## config.mk

```make
export PLATFORM = sky130hd
export DESIGN_NAME = pix_fmt_conv
export DESIGN_NICKNAME = d
export VERILOG_FILES = /design/src/rtl/pfc_pkg.sv /design/src/rtl/pfc_ctrl.sv /design/src/rtl/pfc_datapath.sv /design/src/rtl/pix_fmt_conv.sv
export SDC_FILE = /design/constraint.sdc
export NUM_CORES = 1
export LEC_CHECK = 0
export BUFFER_PORTS_ARGS = -buffer_cell sky130_fd_sc_hd__buf_2
export CELL_PAD_IN_SITES_DETAIL_PLACEMENT = 0
export CELL_PAD_IN_SITES_GLOBAL_PLACEMENT = 1
export CORE_UTILIZATION = 43
export CTS_CLUSTER_SIZE = 24
export DETAILED_ROUTE_END_ITERATION = 12
export GPL_TIMING_DRIVEN = 0
export PLACE_DENSITY_LB_ADDON = 0.1
export RECOVER_POWER = 50
export SETUP_SLACK_MARGIN = 0.1
export SYNTH_ARGS = -nofsm -noshare
export SYNTH_HDL_FRONTEND = slang
export SYNTH_SLANG_ARGS = --single-unit
```

## constraint.sdc

```tcl
create_clock -name clk -period 7 [get_ports clk]
set_input_delay 0.35 -clock clk [delete_from_list [all_inputs] [get_ports clk]]
set_output_delay 0.35 -clock clk [all_outputs]
set_load 0.03 [all_outputs]
```

## src/rtl/pfc_pkg.sv

```systemverilog
package pfc_pkg;

  typedef enum logic [2:0] {
    FMT_ARGB8888 = 3'd0,
    FMT_RGB888   = 3'd1,
    FMT_RGB565   = 3'd2,
    FMT_ARGB1555 = 3'd3,
    FMT_ARGB4444 = 3'd4,
    FMT_L8       = 3'd5
  } pix_fmt_e;

  typedef enum logic [1:0] {
    ALPHA_KEEP  = 2'd0,
    ALPHA_SET   = 2'd1,
    ALPHA_SCALE = 2'd2
  } alpha_mode_e;

  // strobes from control to datapath
  typedef struct packed {
    logic loadS1;   // capture a new input pixel
    logic lutFill;  // overwrite stage 1 with the table word
    logic loadS2;   // move stage 1 into the output register
  } pfc_strobe_t;

  function automatic logic [7:0] widen5(logic [4:0] f);
    return {f, f[4:2]};
  endfunction

  function automatic logic [7:0] widen6(logic [5:0] f);
    return {f, f[5:4]};
  endfunction

  function automatic logic [7:0] widen4(logic [3:0] f);
    return {f, f};
  endfunction

  function automatic logic [31:0] expandDirect(logic [2:0] fmt, logic [31:0] p);
    logic [31:0] res;
    case (fmt)
      FMT_RGB888:   res = {8'hFF, p[23:0]};
      FMT_RGB565:   res = {8'hFF, widen5(p[15:11]), widen6(p[10:5]), widen5(p[4:0])};
      FMT_ARGB1555: res = {{8{p[15]}}, widen5(p[14:10]), widen5(p[9:5]), widen5(p[4:0])};
      FMT_ARGB4444: res = {widen4(p[15:12]), widen4(p[11:8]), widen4(p[7:4]), widen4(p[3:0])};
      default:      res = p;
    endcase
    return res;
  endfunction

endpackage

```

## src/rtl/pfc_ctrl.sv

```systemverilog
module pfc_ctrl
  import pfc_pkg::*;
(
  input  logic        clk,
  input  logic        rstN,
  input  logic        inValid,
  input  logic        isIndexed,
  input  logic        outReady,
  output logic        inReady,
  output logic        outValid,
  output logic        clutRdEn,
  output pfc_strobe_t ctl
);

  logic s1Valid, s1NeedLut, s2Valid;
  logic s2Free, s1Move, accept;

  assign s2Free  = !s2Valid || outReady;
  assign s1Move  = s1Valid && !s1NeedLut && s2Free;
  assign inReady = !s1Valid || s1Move;
  assign accept  = inValid && inReady;

  assign clutRdEn    = accept && isIndexed;
  assign ctl.loadS1  = accept;
  assign ctl.lutFill = s1NeedLut;
  assign ctl.loadS2  = s1Move;
  assign outValid    = s2Valid;

  always_ff @(posedge clk or negedge rstN) begin
    if (!rstN) begin
      s1Valid   <= 1'b0;
      s1NeedLut <= 1'b0;
      s2Valid   <= 1'b0;
    end else begin
      if (accept)      s1Valid <= 1'b1;
      else if (s1Move) s1Valid <= 1'b0;
      s1NeedLut <= accept && isIndexed;
      if (s1Move)        s2Valid <= 1'b1;
      else if (outReady) s2Valid <= 1'b0;
    end
  end


  out_hold_chk: assert property (@(posedge clk) disable iff (!rstN)
    outValid && !outReady |=> outValid);


  lut_wait_chk: assert property (@(posedge clk) disable iff (!rstN)
    clutRdEn |=> !inReady || !s1Valid || ctl.lutFill);

endmodule

```

## src/rtl/pfc_datapath.sv

```systemverilog
module pfc_datapath
  import pfc_pkg::*;
#(
  parameter int PIX_W       = 32,
  parameter bit USE_DIVIDER = 1'b0
) (
  input  logic             clk,
  input  logic             rstN,
  input  pfc_strobe_t      ctl,
  input  logic [PIX_W-1:0] inPixel,
  input  logic [2:0]       cfgFormat,
  input  logic [1:0]       cfgAlphaMode,
  input  logic [7:0]       cfgAlphaVal,
  input  logic [PIX_W-1:0] clutRdData,
  output logic [PIX_W-1:0] outPixel
);

  localparam int CH_W   = PIX_W / 4;
  localparam int PROD_W = 2 * CH_W;

  logic [PIX_W-1:0]  s1Data, s2Data;
  logic [CH_W-1:0]   alphaIn, alphaScaled, alphaNew;
  logic [PROD_W-1:0] prod;

  always_ff @(posedge clk or negedge rstN) begin
    if (!rstN) begin
      s1Data <= '0;
    end else if (ctl.loadS1) begin
      s1Data <= expandDirect(cfgFormat, inPixel);
    end else if (ctl.lutFill) begin
      s1Data <= clutRdData;
    end
  end

  assign alphaIn = s1Data[PIX_W-1 -: CH_W];
  assign prod    = alphaIn * cfgAlphaVal;

  generate
    if (USE_DIVIDER) begin : g_div
      logic [PROD_W-1:0] quot;
      assign quot        = prod / PROD_W'(255);
      assign alphaScaled = quot[CH_W-1:0];
    end else begin : g_shift
      logic [PROD_W:0] sum;
      assign sum         = {1'b0, prod} + {{(CH_W+1){1'b0}}, prod[PROD_W-1:CH_W]} + 1'b1;
      assign alphaScaled = sum[PROD_W-1:CH_W];
    end
  endgenerate

  always_comb begin
    case (cfgAlphaMode)
      ALPHA_SET:   alphaNew = cfgAlphaVal;
      ALPHA_SCALE: alphaNew = alphaScaled;
      default:     alphaNew = alphaIn;
    endcase
  end

  always_ff @(posedge clk or negedge rstN) begin
    if (!rstN) begin
      s2Data <= '0;
    end else if (ctl.loadS2) begin
      s2Data <= {alphaNew, s1Data[PIX_W-CH_W-1:0]};
    end
  end

  assign outPixel = s2Data;


  alpha_set_chk: assert property (@(posedge clk) disable iff (!rstN)
    ctl.loadS2 && cfgAlphaMode == ALPHA_SET |=> outPixel[PIX_W-1 -: CH_W] == $past(cfgAlphaVal));


  alpha_scale_bound_chk: assert property (@(posedge clk) disable iff (!rstN)
    ctl.loadS2 && cfgAlphaMode == ALPHA_SCALE |=> outPixel[PIX_W-1 -: CH_W] <= $past(cfgAlphaVal));

endmodule

```

## src/rtl/pix_fmt_conv.sv

```systemverilog
module pix_fmt_conv
  import pfc_pkg::*;
#(
  parameter int IDX_W       = 8,
  parameter bit USE_DIVIDER = 1'b0
) (
  input  logic             clk,
  input  logic             rstN,
  input  logic             inValid,
  output logic             inReady,
  input  logic [31:0]      inPixel,
  input  logic [2:0]       cfgFormat,
  input  logic [1:0]       cfgAlphaMode,
  input  logic [7:0]       cfgAlphaVal,
  output logic             clutRdEn,
  output logic [IDX_W-1:0] clutRdAddr,
  input  logic [31:0]      clutRdData,
  output logic             outValid,
  input  logic             outReady,
  output logic [31:0]      outPixel
);

  pfc_strobe_t ctl;
  logic        isIndexed;

  assign isIndexed  = (cfgFormat == FMT_L8);
  assign clutRdAddr = inPixel[IDX_W-1:0];

  pfc_ctrl u_ctrl (
    .clk      (clk),
    .rstN     (rstN),
    .inValid  (inValid),
    .isIndexed(isIndexed),
    .outReady (outReady),
    .inReady  (inReady),
    .outValid (outValid),
    .clutRdEn (clutRdEn),
    .ctl      (ctl)
  );

  pfc_datapath #(.PIX_W(32), .USE_DIVIDER(USE_DIVIDER)) u_dp (
    .clk         (clk),
    .rstN        (rstN),
    .ctl         (ctl),
    .inPixel     (inPixel),
    .cfgFormat   (cfgFormat),
    .cfgAlphaMode(cfgAlphaMode),
    .cfgAlphaVal (cfgAlphaVal),
    .clutRdData  (clutRdData),
    .outPixel    (outPixel)
  );


  out_stable_chk: assert property (@(posedge clk) disable iff (!rstN)
    outValid && !outReady |=> $stable(outPixel));


  lut_read_chk: assert property (@(posedge clk) disable iff (!rstN)
    clutRdEn |-> inValid && inReady && cfgFormat == FMT_L8);


  no_alpha_chk: assert property (@(posedge clk) disable iff (!rstN)
    outValid && cfgAlphaMode == ALPHA_KEEP && (cfgFormat == FMT_RGB888 || cfgFormat == FMT_RGB565)
    |-> outPixel[31:24] == 8'hFF);

endmodule

```

* Yosys cells after proc, flatten, opt, wreduce, memory -nomap -nowiden
Index checks and enable logic that the tools add are counted.
** Word-level totals
- Register bits after elaboration :: 67
- Output and inout bits :: 43
- Input port bits :: 81
** Cells by class
- Equality and inequality tests :: 7
- Muxes and demuxes :: 8
- Multipliers :: 1
- $add $sub $neg :: 2
- Reductions and logical operators :: 12
** Operator list (count)
- 32-bit case mux with 4 select lines :: 1
- 32-bit 2-to-1 mux :: 2
- 16-bit by 1-bit adder with 16-bit output (second input constant) :: 1
- 16-bit by 8-bit adder with 16-bit output :: 1
- 8-bit by 8-bit multiplier with 16-bit output :: 1
- 8-bit case mux with 2 select lines :: 1
- 3-bit by 2-bit equality test with 1-bit output (second input constant) :: 2
- 3-bit equality test (second input constant) :: 2
- 2-bit nonzero test :: 3
- 1-bit logical AND :: 4
- 1-bit 2-to-1 mux :: 4
- 3-bit by 1-bit equality test with 1-bit output (second input constant) :: 1
- 1-bit zero test :: 3
- 2-bit by 1-bit equality test with 1-bit output (second input constant) :: 1
- 2-bit equality test (second input constant) :: 1
- 1-bit logical OR :: 2

* Longest topological paths before layout
- Depth after elaboration :: 6
- Mapped depth :: 26
- Depth with buffers taken out :: 23

* Modules after synthesis
Synthesis repeated with hierarchy kept, for this count alone.
** Unflattened totals
- Cells, all modules :: 763
- Area total of the unflattened synthesis :: 6685.2 sq um
** Modules (own cells, without submodules)
- pfc_datapath :: seq. area each 1601.5 sq um, cells an instance 740, instances 1, area an instance 6452.4 sq um
- pfc_ctrl :: seq. area each 75.1 sq um, cells an instance 14, instances 1, area an instance 163.9 sq um
- pix_fmt_conv :: seq. area each 0.0 sq um, cells an instance 9, instances 1, area an instance 68.8 sq um

* Worst setup path before layout
OpenSTA, ideal clock, no wires.
- Kind :: reg-to-reg
- Start point :: reg u_dp.s1Data[30]
- End point :: reg u_dp.s2Data[26], in the netlist u_dp.outPixel[26]
- Arrival :: 6.147 ns
- Stages on the path, launching flop included :: 25
- Required time :: 6.905 ns
- Slack :: 0.757 ns
- Cells stage by stage :: dfrtp_1 > clkbuf_1 > and2_1 > fa_1 > fa_1 > fa_1 > inv_1 > fa_1 > inv_1 > ha_1 > buf_2 > a2111oi_0 > o21ai_0 > and3b_1 > or2_2 > ha_1 > a211o_1 > nor4_1 > a2111oi_2 > maj3_2 > nor3b_2 > or2_0 > buf_2 > and4_1 > o31ai_1
** Between the ends
- Cells in the longest elaborated chain, start to end :: 4
** RTL lines
- start, declared :: RTL line pfc_datapath.sv:21 : logic [PIX_W-1:0] s1Data, s2Data;
- start signal, assigned :: RTL line pfc_datapath.sv:29 : s1Data <= expandDirect(cfgFormat, inPixel);
- start signal, assigned :: RTL line pfc_datapath.sv:31 : s1Data <= clutRdData;
- 8-bit by 8-bit multiplier with 16-bit output :: RTL line pfc_datapath.sv:36 : assign prod = alphaIn * cfgAlphaVal;
- 16-bit by 8-bit adder with 16-bit output :: RTL line pfc_datapath.sv:45 : assign sum = {1'b0, prod} + {{(CH_W+1){1'b0}}, prod[PROD_W-1:CH_W]} + 1'b1;
- 16-bit by 1-bit adder with 16-bit output :: RTL line pfc_datapath.sv:45
- 8-bit case mux with 2 select lines :: RTL line pfc_datapath.sv:51 : case (cfgAlphaMode)
- end signal, assigned :: RTL line pfc_datapath.sv:62 : s2Data <= {alphaNew, s1Data[PIX_W-CH_W-1:0]};
- end, declared :: RTL line pfc_datapath.sv:21
No other way between the ends.
A chain may end at the register's enable or synchronous reset.

* Worst setup path in the final report
- Start point :: reg u_dp.s1Data[27]
- End point :: reg u_dp.s2Data[25], in the netlist u_dp.outPixel[25]
Same word-level chain as after synthesis.

==> report_table.html <==
<table>
<tr><th>Metric</th><th>Value</th></tr>
<tr><th colspan="2">Clock tree</th></tr>
<tr><td>Later-pin clock latency in the skew report</td><td>0.34 ns</td></tr>
<tr><td>Clock-pin transition on the worst setup and hold timing paths</td><td>0.06 ns</td></tr>
<tr><td>Post-CTS setup repair buffer count</td><td>0</td></tr>
<tr><td>Number of H-tree levels</td><td>3</td></tr>
<tr><td>Root cell of the clock tree</td><td>sky130_fd_sc_hd__clkbuf_16</td></tr>
<tr><td>Clock Sink Count</td><td>67</td></tr>
<tr><td>Cts bufs inserted</td><td>9</td></tr>
<tr><td>Post-cts hold buffer count</td><td>0</td></tr>
<tr><td>CTS tree</td><td>done</td></tr>
<tr><td>Deepest clock path buffer count</td><td>2</td></tr>
<tr><th colspan="2">Place</th></tr>
<tr><td>Count of buffers inserted at the top-level ports</td><td>120</td></tr>
<tr><td>DP Worst Slack</td><td>-0.0513 ns</td></tr>
<tr><td>HPWL Detailed</td><td>15,100 µm</td></tr>
<tr><td>Final GP Congestion</td><td>0.847</td></tr>
<tr><th colspan="2">Cells and area</th></tr>
<tr><td>Area of all sequential standard cells</td><td>1680 µm²</td></tr>
<tr><td>N_diodes</td><td>0</td></tr>
<tr><td>FILL cells</td><td>1,378</td></tr>
<tr><td>Total area of multi-input combinational cells</td><td>4420 µm²</td></tr>
<tr><td>Share of final-layout standard cells stronger than drive strength 1</td><td>between 20% and 30%</td></tr>
<tr><td>Synthesis-to-layout area growth</td><td>18.1%</td></tr>
<tr><td>Final Net Count</td><td>1,013</td></tr>
<tr><th colspan="2">Min path</th></tr>
<tr><td>Worst Hold Launch</td><td>outReady</td></tr>
<tr><td>HP Class</td><td>input port to register</td></tr>
<tr><td>Hold worst-path end</td><td>u_ctrl.outValid$_DFFE_PN0P_</td></tr>
<tr><td>Depth of the worst hold-timing path</td><td>2</td></tr>
<tr><th colspan="2">Die</th></tr>
<tr><td>Standard-cell row count</td><td>between 40 and 50</td></tr>
<tr><td>Die span in y</td><td>between 100 and 150 µm</td></tr>
<tr><td>IO Pins</td><td>124</td></tr>
<tr><td>Die width</td><td>125 µm</td></tr>
<tr><td>Die outline area</td><td>15,700 µm²</td></tr>
<tr><td>Placeable core region</td><td>around 15,000 µm²</td></tr>
<tr><td>Starting Density</td><td>44.6%</td></tr>
<tr><th colspan="2">Job</th></tr>
<tr><td>Number of violations of the max-capacitance limit</td><td>1</td></tr>
<tr><th colspan="2">Yosys</th></tr>
<tr><td>Area of the mapped netlist</td><td>6530 µm²</td></tr>
<tr><td>Post-synth EDFFs</td><td>0</td></tr>
<tr><td>Total of flip-flops plus latches after synthesis</td><td>67</td></tr>
<tr><td>Leading area contributor after synthesis</td><td>sky130_fd_sc_hd__dfrtp_1</td></tr>
<tr><td>Synth top area cells</td><td>sky130_fd_sc_hd__dfrtp_1 26%, sky130_fd_sc_hd__fa_1 11%, sky130_fd_sc_hd__ha_1 8.2%, sky130_fd_sc_hd__and2_1 5.8%, sky130_fd_sc_hd__mux2i_1 4.9%</td></tr>
<tr><td>Primary flip-flop cell chosen by synthesis mapping</td><td>sky130_fd_sc_hd__dfrtp_1</td></tr>
<tr><td>Synth async-reset ratio</td><td>100%</td></tr>
<tr><td>Most repeated cell in the gate-level netlist after synthesis</td><td>sky130_fd_sc_hd__dfrtp_1</td></tr>
<tr><td>Number of distinct standard cells referenced by the synthesized netlist</td><td>72</td></tr>
<tr><td>YS warnings</td><td>0</td></tr>
<tr><td>Net Count, Synth</td><td>882</td></tr>
<tr><td>Instance count of the mapped netlist</td><td>722</td></tr>
<tr><td>Avg Synthesized Cell Area</td><td>9.04 µm²</td></tr>
<tr><td>Sequential area share after synthesis</td><td>between 20% and 30%</td></tr>
<tr><td>Area fraction of the dominant cell type after synthesis</td><td>25.7%</td></tr>
<tr><td>Leading cell types by count after synthesis</td><td>67 x sky130_fd_sc_hd__dfrtp_1, 64 x sky130_fd_sc_hd__nand2_1, 61 x sky130_fd_sc_hd__and2_1, 61 x sky130_fd_sc_hd__inv_1, 47 x sky130_fd_sc_hd__a21oi_1</td></tr>
<tr><th colspan="2">Timing</th></tr>
<tr><td>Headroom to the max-slew limit</td><td>-135%</td></tr>
<tr><td>Min cycle time layout</td><td>6.61 ns</td></tr>
<tr><td>Total count of max-transition violations in the final report</td><td>68</td></tr>
<tr><td>Final worst clock skew</td><td>0.00608 ns</td></tr>
<tr><td>Achievable Freq</td><td>around 150 MHz</td></tr>
<tr><td>RSZ-0062 raised after global routing</td><td>no</td></tr>
<tr><td>TNS Setup</td><td>0 ns</td></tr>
<tr><td>Post-route clock period utilization</td><td>94.5%</td></tr>
<tr><td>Final setup violation count</td><td>0</td></tr>
<tr><td>Worst-margin pin slew</td><td>3.52 ns</td></tr>
<tr><td>Hold Violations, Final</td><td>0</td></tr>
<tr><td>Worst-case setup margin in the final layout</td><td>0.387 ns</td></tr>
<tr><th colspan="2">Route</th></tr>
<tr><td>First-pass iteration count of the detailed router</td><td>5</td></tr>
<tr><td>Total vias in the final route</td><td>5,777</td></tr>
<tr><td>Detailed Route WL</td><td>about 19,000 µm</td></tr>
<tr><td>ANT nets after route</td><td>0</td></tr>
<tr><td>Detailed Route Iter0 Violations</td><td>323</td></tr>
<tr><td>Average wire length per cell after detail routing</td><td>18.1 µm</td></tr>
<tr><td>DRC violations left</td><td>0</td></tr>
<tr><td>Via-per-instance ratio</td><td>5.54</td></tr>
<tr><th colspan="2">Setup path</th></tr>
<tr><td>Startpoint Class</td><td>register</td></tr>
<tr><td>Critical register-to-register path startpoint</td><td>u_dp.s1Data[27]$_DFFE_PN0P_</td></tr>
<tr><td>Cell depth of the worst flop-to-flop path</td><td>23</td></tr>
<tr><td>Type of element capturing the critical path</td><td>register</td></tr>
<tr><td>WP data required</td><td>7.23 ns</td></tr>
<tr><td>Type of the worst setup path</td><td>register to register</td></tr>
<tr><td>Crit Path Max Fanout</td><td>10</td></tr>
<tr><td>Arrival time worst endpoint</td><td>between 6 and 7 ns</td></tr>
<tr><td>Worst reg2reg path endpoint</td><td>u_dp.outPixel[25]$_DFFE_PN0P_</td></tr>
<tr><td>Slack of the worst reg-to-reg path</td><td>0.39 ns</td></tr>
<tr><th colspan="2">GRT</th></tr>
<tr><td>Total track usage</td><td>between 20 and 25%</td></tr>
<tr><td>Number of global-route vias before repair</td><td>6,059</td></tr>
<tr><td>Antenna violations before repair</td><td>2</td></tr>
<tr><td>Total congestion overflow after global routing</td><td>0</td></tr>
<tr><td>Maximum number of pins on one net before global-route repair</td><td>between 60 and 70</td></tr>
<tr><td>Wire length of the first global-routing pass</td><td>slightly above 30,000 µm</td></tr>
<tr><th colspan="2">Outcome</th></tr>
<tr><td>Result of the run</td><td>finished, violations left</td></tr>
<tr><td>Failing checks</td><td>max-capacitance violations, max-slew violations</td></tr>
</table>
==> routing by layer <==
| layer | GRT usage, % | part of all wire (%) | up-vias |
|---|---|---|---|
| met3 | 3.72 | 5.0 | 36 |
| met2 | 46.9 | 52 | 173 |
| met4 | 10.5 | 3.2 | 2 |
| met1 | 28.0 | 40 | 2792 |
| met5 | 0 | 0.096 | - |
| li1 | - | - | 2774 |
==> worst max path at each step <==
stage / cells past startpoint / end / startpoint
after floorplan: 24 / u_dp.outPixel[26]$_DFFE_PN0P_ / u_dp.s1Data[30]$_DFFE_PN0P_
after global placement: 23 / u_dp.outPixel[25]$_DFFE_PN0P_ / u_dp.s1Data[29]$_DFFE_PN0P_
after detailed placement: 23 / u_dp.outPixel[25]$_DFFE_PN0P_ / u_dp.s1Data[29]$_DFFE_PN0P_
after CTS: 23 / u_dp.outPixel[25]$_DFFE_PN0P_ / u_dp.s1Data[27]$_DFFE_PN0P_
after global routing: 25 / u_dp.outPixel[26]$_DFFE_PN0P_ / u_dp.s1Data[29]$_DFFE_PN0P_
final: 23 / u_dp.outPixel[25]$_DFFE_PN0P_ / u_dp.s1Data[27]$_DFFE_PN0P_
==> per-stage QoR <==
stage                     hold WS [ns]  instances  utilization, %  area, µm²
final                            0.207       1042            52.6       7710
after global routing             0.222       1042            52.6       7710
after CTS                        0.154       1042            52.7       7710
after detailed placement         0.491       1026            50.2       7360
after global placement           0.486       1026            50.2       7360
after floorplan                 0.0544        722               -       6530
==> layout by cell type (no fill, tap or decap), types with 5 or more instances in the layout <==
cell type                   count
sky130_fd_sc_hd__and3_1         6
sky130_fd_sc_hd__a22oi_1        8
sky130_fd_sc_hd__clkbuf_16      9
sky130_fd_sc_hd__o211ai_1       8
sky130_fd_sc_hd__dfrtp_1       67
sky130_fd_sc_hd__clkbuf_1      45
sky130_fd_sc_hd__o22ai_1       11
sky130_fd_sc_hd__mux2i_1       32
sky130_fd_sc_hd__buf_2        109
sky130_fd_sc_hd__inv_1         61
sky130_fd_sc_hd__a21o_1         5
sky130_fd_sc_hd__ha_1          42
sky130_fd_sc_hd__a21oi_1       47
sky130_fd_sc_hd__fa_1          36
sky130_fd_sc_hd__o21ai_1        5
sky130_fd_sc_hd__nand2b_1       8
sky130_fd_sc_hd__nor3_1        10
sky130_fd_sc_hd__o21ai_0       36
sky130_fd_sc_hd__nor2_1        32
sky130_fd_sc_hd__nand3_1        7
sky130_fd_sc_hd__nand2_1       64
sky130_fd_sc_hd__a221oi_1       5
sky130_fd_sc_hd__a211oi_1       6
sky130_fd_sc_hd__buf_4          8
sky130_fd_sc_hd__xnor2_1        9
sky130_fd_sc_hd__and2_1        61
sky130_fd_sc_hd__mux2_2        27
==> critical path, stage by stage (launching register included) <==
cell and delay [ns]:
sky130_fd_sc_hd__dfrtp_1 0.37, sky130_fd_sc_hd__buf_2 0.20, sky130_fd_sc_hd__and2_1 0.20, sky130_fd_sc_hd__fa_1 0.56, sky130_fd_sc_hd__fa_1 0.43, sky130_fd_sc_hd__fa_1 0.49, sky130_fd_sc_hd__inv_1 0.05, sky130_fd_sc_hd__fa_1 0.47
sky130_fd_sc_hd__inv_1 0.05, sky130_fd_sc_hd__ha_2 0.31, sky130_fd_sc_hd__clkbuf_4 0.21, sky130_fd_sc_hd__a2111oi_4 0.35, sky130_fd_sc_hd__o21ai_1 0.14, sky130_fd_sc_hd__and3b_1 0.21, sky130_fd_sc_hd__or2_2 0.32, sky130_fd_sc_hd__ha_1 0.24
sky130_fd_sc_hd__a211o_1 0.31, sky130_fd_sc_hd__a31oi_1 0.22, sky130_fd_sc_hd__a2111oi_2 0.09, sky130_fd_sc_hd__maj3_2 0.35, sky130_fd_sc_hd__maj3_2 0.35, sky130_fd_sc_hd__o2111ai_1 0.28, sky130_fd_sc_hd__xnor2_1 0.12, sky130_fd_sc_hd__a21o_1 0.19
==> cell families after synthesis <==
group,count (synthesis),share of synthesized area (%)
flip-flops,67,25.7
XOR/XNOR,17,3.05
buffers and inverters,110,6.92
AND/OR/NAND/NOR,212,16.9
adder cells (fa/ha/maj),81,19.6
AO/OA/AOI/OAI,176,18.2
multiplexers,59,9.57
==> sequential cells by signal, indices dropped and copies added, names as in the netlist <==
name              cells
u_dp.outPixel        32
u_dp.s1Data          32
u_ctrl.outValid       1
u_ctrl.s1NeedLut      1
u_ctrl.s1Valid        1
==> layout make-up <==
type	instances	area share, %
Multi-Input combinational cell	545	57.4
Sequential cell	67	21.8
Clock inverter	5	1.10
Timing Repair Buffer	120	7.45
Clock buffer	11	3.28
Inverter	61	2.97
Tap cell	184	2.99
Buffer	49	3.04
==> repair_timing <==
action                                  4_1_cts  5_1_grt
gates resized for setup                       8       11
gates cloned                                  0        0
pin swaps                                     0        0
endpoints found under the setup margin        7        8
Power is left out: the tool's default activity adds up to more than one toggle a clock period on the data nets, which glitch-free logic cannot reach.
